File: src/rtl/wsg_pkg.sv
package wsg_pkg;
  localparam int SB_W     = 8;
  localparam int BIT_PEN  = 7;
  localparam int BIT_ZHI  = 3;
  localparam int BIT_ZLO  = 2;
  localparam int BIT_LAT  = 1;
  localparam int BIT_BUSY = 0;

  typedef struct packed {
    logic       pen;
    logic [1:0] zone;
  } wsg_ctrl_t;

  function automatic logic [SB_W-1:0] pack_status(wsg_ctrl_t c, logic lat, logic busy);
    logic [SB_W-1:0] s;
    s = '0;
    s[BIT_PEN]  = c.pen;
    s[BIT_ZHI]  = c.zone[1];
    s[BIT_ZLO]  = c.zone[0];
    s[BIT_LAT]  = lat;
    s[BIT_BUSY] = busy;
    return s;
  endfunction

  function automatic wsg_ctrl_t take_ctrl(logic [SB_W-1:0] d);
    wsg_ctrl_t c;
    c.pen  = d[BIT_PEN];
    c.zone = {d[BIT_ZHI], d[BIT_ZLO]};
    return c;
  endfunction
endpackage

File: src/rtl/wsg_zone.sv
module wsg_zone #(
  parameter int AW = 10
) (
  input  logic [1:0]    zone,
  input  logic [AW-1:0] addr,
  output logic          hit
);
  localparam int MSB = AW - 1;

  always_comb begin
    case (zone)
      2'b00:   hit = 1'b0;
      2'b01:   hit = addr[MSB] & addr[MSB-1];
      2'b10:   hit = addr[MSB];
      default: hit = 1'b1;
    endcase
  end
endmodule

File: src/rtl/wsg_grant.sv
module wsg_grant (
  input  logic lat,
  input  logic busy,
  input  logic pen,
  input  logic lock_n,
  input  logic zone_hit,
  output logic arr_ok,
  output logic sr_ok
);
  logic open_gate;
  logic pin_block;

  always_comb begin
    open_gate = lat & ~busy;
    pin_block = pen & ~lock_n;
    arr_ok    = open_gate & ~zone_hit;
    sr_ok     = open_gate & ~pin_block;
  end
endmodule

File: src/rtl/wsg_store.sv
module wsg_store
  import wsg_pkg::*;
(
  input  logic            clk,
  input  logic            rst,
  input  logic            frame_open,
  input  logic            sr_ok,
  input  logic            wr_req,
  input  logic [SB_W-1:0] wr_data,
  input  logic            lat,
  input  logic            busy,
  output wsg_ctrl_t       ctrl,
  output logic [SB_W-1:0] status_q
);
  wsg_ctrl_t ctrl_q;
  wsg_ctrl_t stage_q;
  logic      pend_q;
  logic      unused_bits;

  assign unused_bits = ^{wr_data[6:4], wr_data[1:0]};
  assign ctrl = ctrl_q;

  always_ff @(posedge clk) begin
    if (rst) begin
      ctrl_q   <= '0;
      stage_q  <= '0;
      pend_q   <= 1'b0;
      status_q <= '0;
    end else begin
      status_q <= pack_status(ctrl_q, lat, busy);
      if (pend_q && !frame_open) begin
        ctrl_q <= stage_q;
        pend_q <= 1'b0;
      end else if (frame_open && wr_req && sr_ok) begin
        stage_q <= take_ctrl(wr_data);
        pend_q  <= 1'b1;
      end else if (pend_q && !sr_ok) begin
        pend_q <= 1'b0;
      end
    end
  end


  hold_without_stage_chk: assert property (@(posedge clk) disable iff (rst)
    !pend_q |=> $stable(ctrl_q));


  drop_on_deny_chk: assert property (@(posedge clk) disable iff (rst)
    (pend_q && frame_open && !sr_ok) |=> !pend_q);


  zero_field_chk: assert property (@(posedge clk) disable iff (rst)
    status_q[6:4] == 3'b000);
endmodule

File: src/rtl/wp_status_guard.sv
module wp_status_guard
  import wsg_pkg::*;
#(
  parameter int AW = 10
) (
  input  logic          clk,
  input  logic          rst,
  input  logic          lock_n,
  input  logic          wel_in,
  input  logic          busy_in,
  input  logic          frame_open,
  input  logic [AW-1:0] addr_in,
  input  logic          sr_wr_req,
  input  logic [7:0]    sr_wr_data,
  output logic          array_ok,
  output logic          status_ok,
  output logic [7:0]    status_byte
);
  wsg_ctrl_t ctrl;
  logic      zone_hit;

  wsg_zone #(.AW(AW)) u_zone (
    .zone (ctrl.zone),
    .addr (addr_in),
    .hit  (zone_hit)
  );

  wsg_grant u_grant (
    .lat      (wel_in),
    .busy     (busy_in),
    .pen      (ctrl.pen),
    .lock_n   (lock_n),
    .zone_hit (zone_hit),
    .arr_ok   (array_ok),
    .sr_ok    (status_ok)
  );

  wsg_store u_store (
    .clk        (clk),
    .rst        (rst),
    .frame_open (frame_open),
    .sr_ok      (status_ok),
    .wr_req     (sr_wr_req),
    .wr_data    (sr_wr_data),
    .lat        (wel_in),
    .busy       (busy_in),
    .ctrl       (ctrl),
    .status_q   (status_byte)
  );


  full_zone_chk: assert property (@(posedge clk) disable iff (rst)
    (ctrl.zone == 2'b11) |-> !array_ok);


  latch_gate_chk: assert property (@(posedge clk) disable iff (rst)
    (array_ok || status_ok) |-> wel_in);


  busy_gate_chk: assert property (@(posedge clk) disable iff (rst)
    busy_in |-> !(array_ok || status_ok));
endmodule

File: config.mk
export PLATFORM = sky130hd
export DESIGN_NAME = wp_status_guard
export DESIGN_NICKNAME = d
export VERILOG_FILES = /design/src/rtl/wsg_pkg.sv /design/src/rtl/wsg_zone.sv /design/src/rtl/wsg_grant.sv /design/src/rtl/wsg_store.sv /design/src/rtl/wp_status_guard.sv
export SDC_FILE = /design/constraint.sdc
export NUM_CORES = 1
export LEC_CHECK = 0
export BUFFER_PORTS_ARGS = -buffer_cell sky130_fd_sc_hd__buf_4
export CAP_MARGIN = 5
export CORE_AREA = 5 5 44 46
export CTS_CLUSTER_DIAMETER = 30
export DETAILED_ROUTE_END_ITERATION = 8
export DIE_AREA = 0 0 49 51
export PLACE_DENSITY = 0.64
export SLEW_MARGIN = 15
export SYNTH_ARGS = -nofsm -noshare
export SYNTH_HDL_FRONTEND = slang
export SYNTH_SLANG_ARGS = --single-unit
File: constraint.sdc
create_clock -name clk -period 1.1 [get_ports clk]
set_input_delay 0 -clock clk [delete_from_list [all_inputs] [get_ports clk]]
set_output_delay 0 -clock clk [all_outputs]
set_load 0.05 [all_outputs]
==> qor_table.md <==
| Metric | Reported |
|---|---|
| Fin cells | 89 |
| Initial core utilization | 33.93% |
| Count of nets left with antenna violations after detail routing | 0 |
| Worst setup skew after layout | 0.003764 ns |
| Clk_lat worst skew | 0.26 ns |
| Crit path cell chain | a21o_1 > a221oi_4 > buf_6 |
| Maximum number of pins on one net before global-route repair | 16 |
| Total of flip-flops plus latches after synthesis | 12 |
| Setup repair after global routing missed its margin | yes |
| Hold WS | 0.007658 ns |
| Post-Syn Area per Cell | 10.40 um2 |
| Inserted Clock Buffers | 3 |
| Start point of the worst min-delay path | sr_wr_data[3] |
| Maximum cell stage delay along the critical path | 0.35 ns |
| Synthesized netlist cell count | 48 |
| Setup TNS | -0.1022 ns |
| Cell row count | 14 |
| Worst setup slack before clock tree synthesis | 0.1212 ns |
| Clock input transition at the sequential cells of the worst setup and hold paths | 0.07 ns |
| Highest-count cells in the layout ignoring fill and taps | sky130_fd_sc_hd__buf_4, sky130_fd_sc_hd__dfxtp_1, sky130_fd_sc_hd__nand2b_1 |
| Area of the die | 2499 um2 |
| First DRT Iteration DRCs | 1 |
| Clk root buf | sky130_fd_sc_hd__clkbuf_4 |
| Final-report setup violation count | 1 |
| Count of buffers from port buffering | 18 |
| Status | finished, violations left |
| Count of nets after finishing | 100 |
| Core Box Area | 1471 um2 |
| TritonRoute pass-1 iters | 2 |
| Dpl cells | 80 |
| Min-Delay Path Depth | 3 |
| Final worst-path setup slack | -0.1022 ns |
| CTS Sinks | 12 |
| Vias per std cell | 4.337 |
| Placer Congestion | 0.6345 |
| Failing checks | setup timing |
| Number of remaining DRC errors | 0 |
| Final routed wire length divided by cell count | 10.81 um |
| Hold Fails Final Rpt | 0 |
| Reg2reg setup slack | 0.12 ns |
| WL final | 962 um |
| Combined area of all synthesized cells | 499.2 um2 |
| Via total after detailed routing | 386 |
| Floorplan die height | 51 um |
| Reg2Reg Launch Point | u_store.ctrl[2]$_SDFFE_PP0P_ |
| Highest-delay cell along the critical path | sky130_fd_sc_hd__dfxtp_2 |
| Number of primary I/O pins | 35 |
| Final min period | 1.202 ns |
| Launching element of the worst setup path | u_store.ctrl[1]$_SDFFE_PP0P_ |
| Post-synthesis cell type count | 17 |
| Deepest clock path buffer count | 2 |
| Leading cell type in the layout, fill and taps excluded | sky130_fd_sc_hd__buf_4 |
| Number of warning messages in the yosys log | 0 |
| Maximum achievable frequency | 831.8 MHz |
| Number of maximum-capacitance violations | 0 |
| Maximum fanout encountered on the critical timing path | 4 |
| Worst r2r path cells | 2 |
| Wire length of the first global-routing pass | 1607 um |
| Antenna violations before repair | 0 |
| Number of global-route vias before repair | 349 |
| Worst Path Arrival | 1.20 ns |
| Antenna fix cells | 0 |
| Endpoint of the lowest-slack register-to-register path | u_store.stage_q[1]$_SDFFE_PP0P_ |
| Data required, critical path | 1.10 ns |
| Hold WC Path Type | in -> reg |
| All-Layer GR Usage | 8.674% |
| Terminating pin of the worst hold path | u_store.stage_q[1]$_SDFFE_PP0P_ |
| Ratio of total power to cell area | 1150 nW/um2 |
| CTS HTree Levels | 1 |
| Critical Path End Type | output pin |
| Final worst path period share | 109.3% |
| Buffer count from post-CTS setup fixing | 0 |
| Share of the core filled with cells | 51.02% |
| Die width | 49 um |
| Number of pins with negative max-slew slack in the final report | 0 |
| Maximum VDD drop | 0.0005959 V |
| Static Leakage | 0.3513 nW |
| Layout cells sized above 1 | 38.36% |
| CP Launch Type | register |
| Total global routing overflow | 0 |
| Clock tree from TritonCTS | built |
| Synthesis-to-finish area growth | 50.38% |
| Share of the yosys chip area belonging to registers | 48.12% |
| Critical path type | reg -> out |
power by group:
group          internal [W]  switching, W  total (W)
clock              0.000126      0.000131   0.000258
combinational     0.0000717     0.0000905   0.000162
sequential         0.000441    0.00000243   0.000444
area by class of cell:
class | instances | area [um2]
flip-flops and latches | 12 | 241.5
repair buffers | 24 | 198.9
inverters | 1 | 3.754
multi-input cells | 33 | 264.0
well taps | 16 | 20.02
fillers | 146 | 720.7
clock buffers | 3 | 22.52
how the worst max path moves through the flow:
stage	endpoint	depth (start not counted)
6_report	array_ok	3
5_1_grt	array_ok	3
4_1_cts	array_ok	3
3_5_place_dp	u_store.stage_q[1]$_SDFFE_PP0P_	2
3_3_place_gp	array_ok	3
2_1_floorplan	array_ok	2
layer usage:
layer  wire [um]  share of wire, %  track usage, %  up-vias
met3          95               9.9           3.198        2
met2         435                45           11.96       17
li1            -                 -               -      199
met1         413                43           10.32      168
met4          17               1.8           8.072        0
met5           0                 0               0        -
logic make-up (layout without fill, tap and decap cells):
logic type | Yosys count | after routing | synth area share (%)
AO/OA/AOI/OAI | 4 | 4 | 8.271
AND/OR/NAND/NOR | 20 | 20 | 24.56
other | 1 | 3 | 0.7512
buffers and inverters | 5 | 28 | 6.264
multiplexers | 6 | 6 | 12.03
flip-flops | 12 | 12 | 48.12
synth_stat cells:
| cell | instances | share of area [%] |
|---|---|---|
| sky130_fd_sc_hd__nand2b_4 | 1 | 2.8 |
| sky130_fd_sc_hd__nand2b_1 | 7 | 8.8 |
| sky130_fd_sc_hd__nor2_1 | 5 | 3.8 |
| sky130_fd_sc_hd__mux2i_1 | 6 | 12 |
| sky130_fd_sc_hd__buf_4 | 3 | 4.5 |
| sky130_fd_sc_hd__a21oi_1 | 1 | 1.0 |
| sky130_fd_sc_hd__nand2_1 | 1 | 0.75 |
| sky130_fd_sc_hd__inv_1 | 1 | 0.75 |
| sky130_fd_sc_hd__nor2b_2 | 2 | 3.5 |
| sky130_fd_sc_hd__buf_2 | 1 | 1.0 |
| sky130_fd_sc_hd__a21o_1 | 1 | 1.5 |
| sky130_fd_sc_hd__a211oi_4 | 1 | 4.0 |
| sky130_fd_sc_hd__and3_1 | 1 | 1.3 |
| sky130_fd_sc_hd__a221oi_1 | 1 | 1.8 |
| sky130_fd_sc_hd__dfxtp_1 | 12 | 48 |
| sky130_fd_sc_hd__nor2b_1 | 3 | 3.8 |
| sky130_fd_sc_hd__conb_1 | 1 | 0.75 |
stage by stage:
| step | power (W) | instance area [um2] |
|---|---|---|
| 2_1_floorplan | 0.0005554 | 535.5 |
| 3_3_place_gp | 0.0005967 | 663.1 |
| 3_5_place_dp | 0.0005982 | 663.1 |
| 4_1_cts | 0.0008776 | 750.7 |
| 5_1_grt | 0.0009103 | 750.7 |
| 6_report | 0.0008634 | 750.7 |
registers in the layout, summed over array words and instances (netlist names):
register,flops
u_store.status_q,5
u_store.ctrl,3
u_store.stage_q,3
u_store.pend_q,1
timing repair:
item | 4_1_cts | 5_1_grt
hold endpoints to repair | 6 | 0
resized for setup | 2 | 0
setup endpoints to repair | 1 | 1
hold buffers | 6 | 0
critical path, delay by kind of cell, from the launching register on:
family	cells	cell delay (ns)
buf+inv	1	0.19
compound gates	2	0.40
flops	1	0.35
Power figures use the tool's default switching activity.
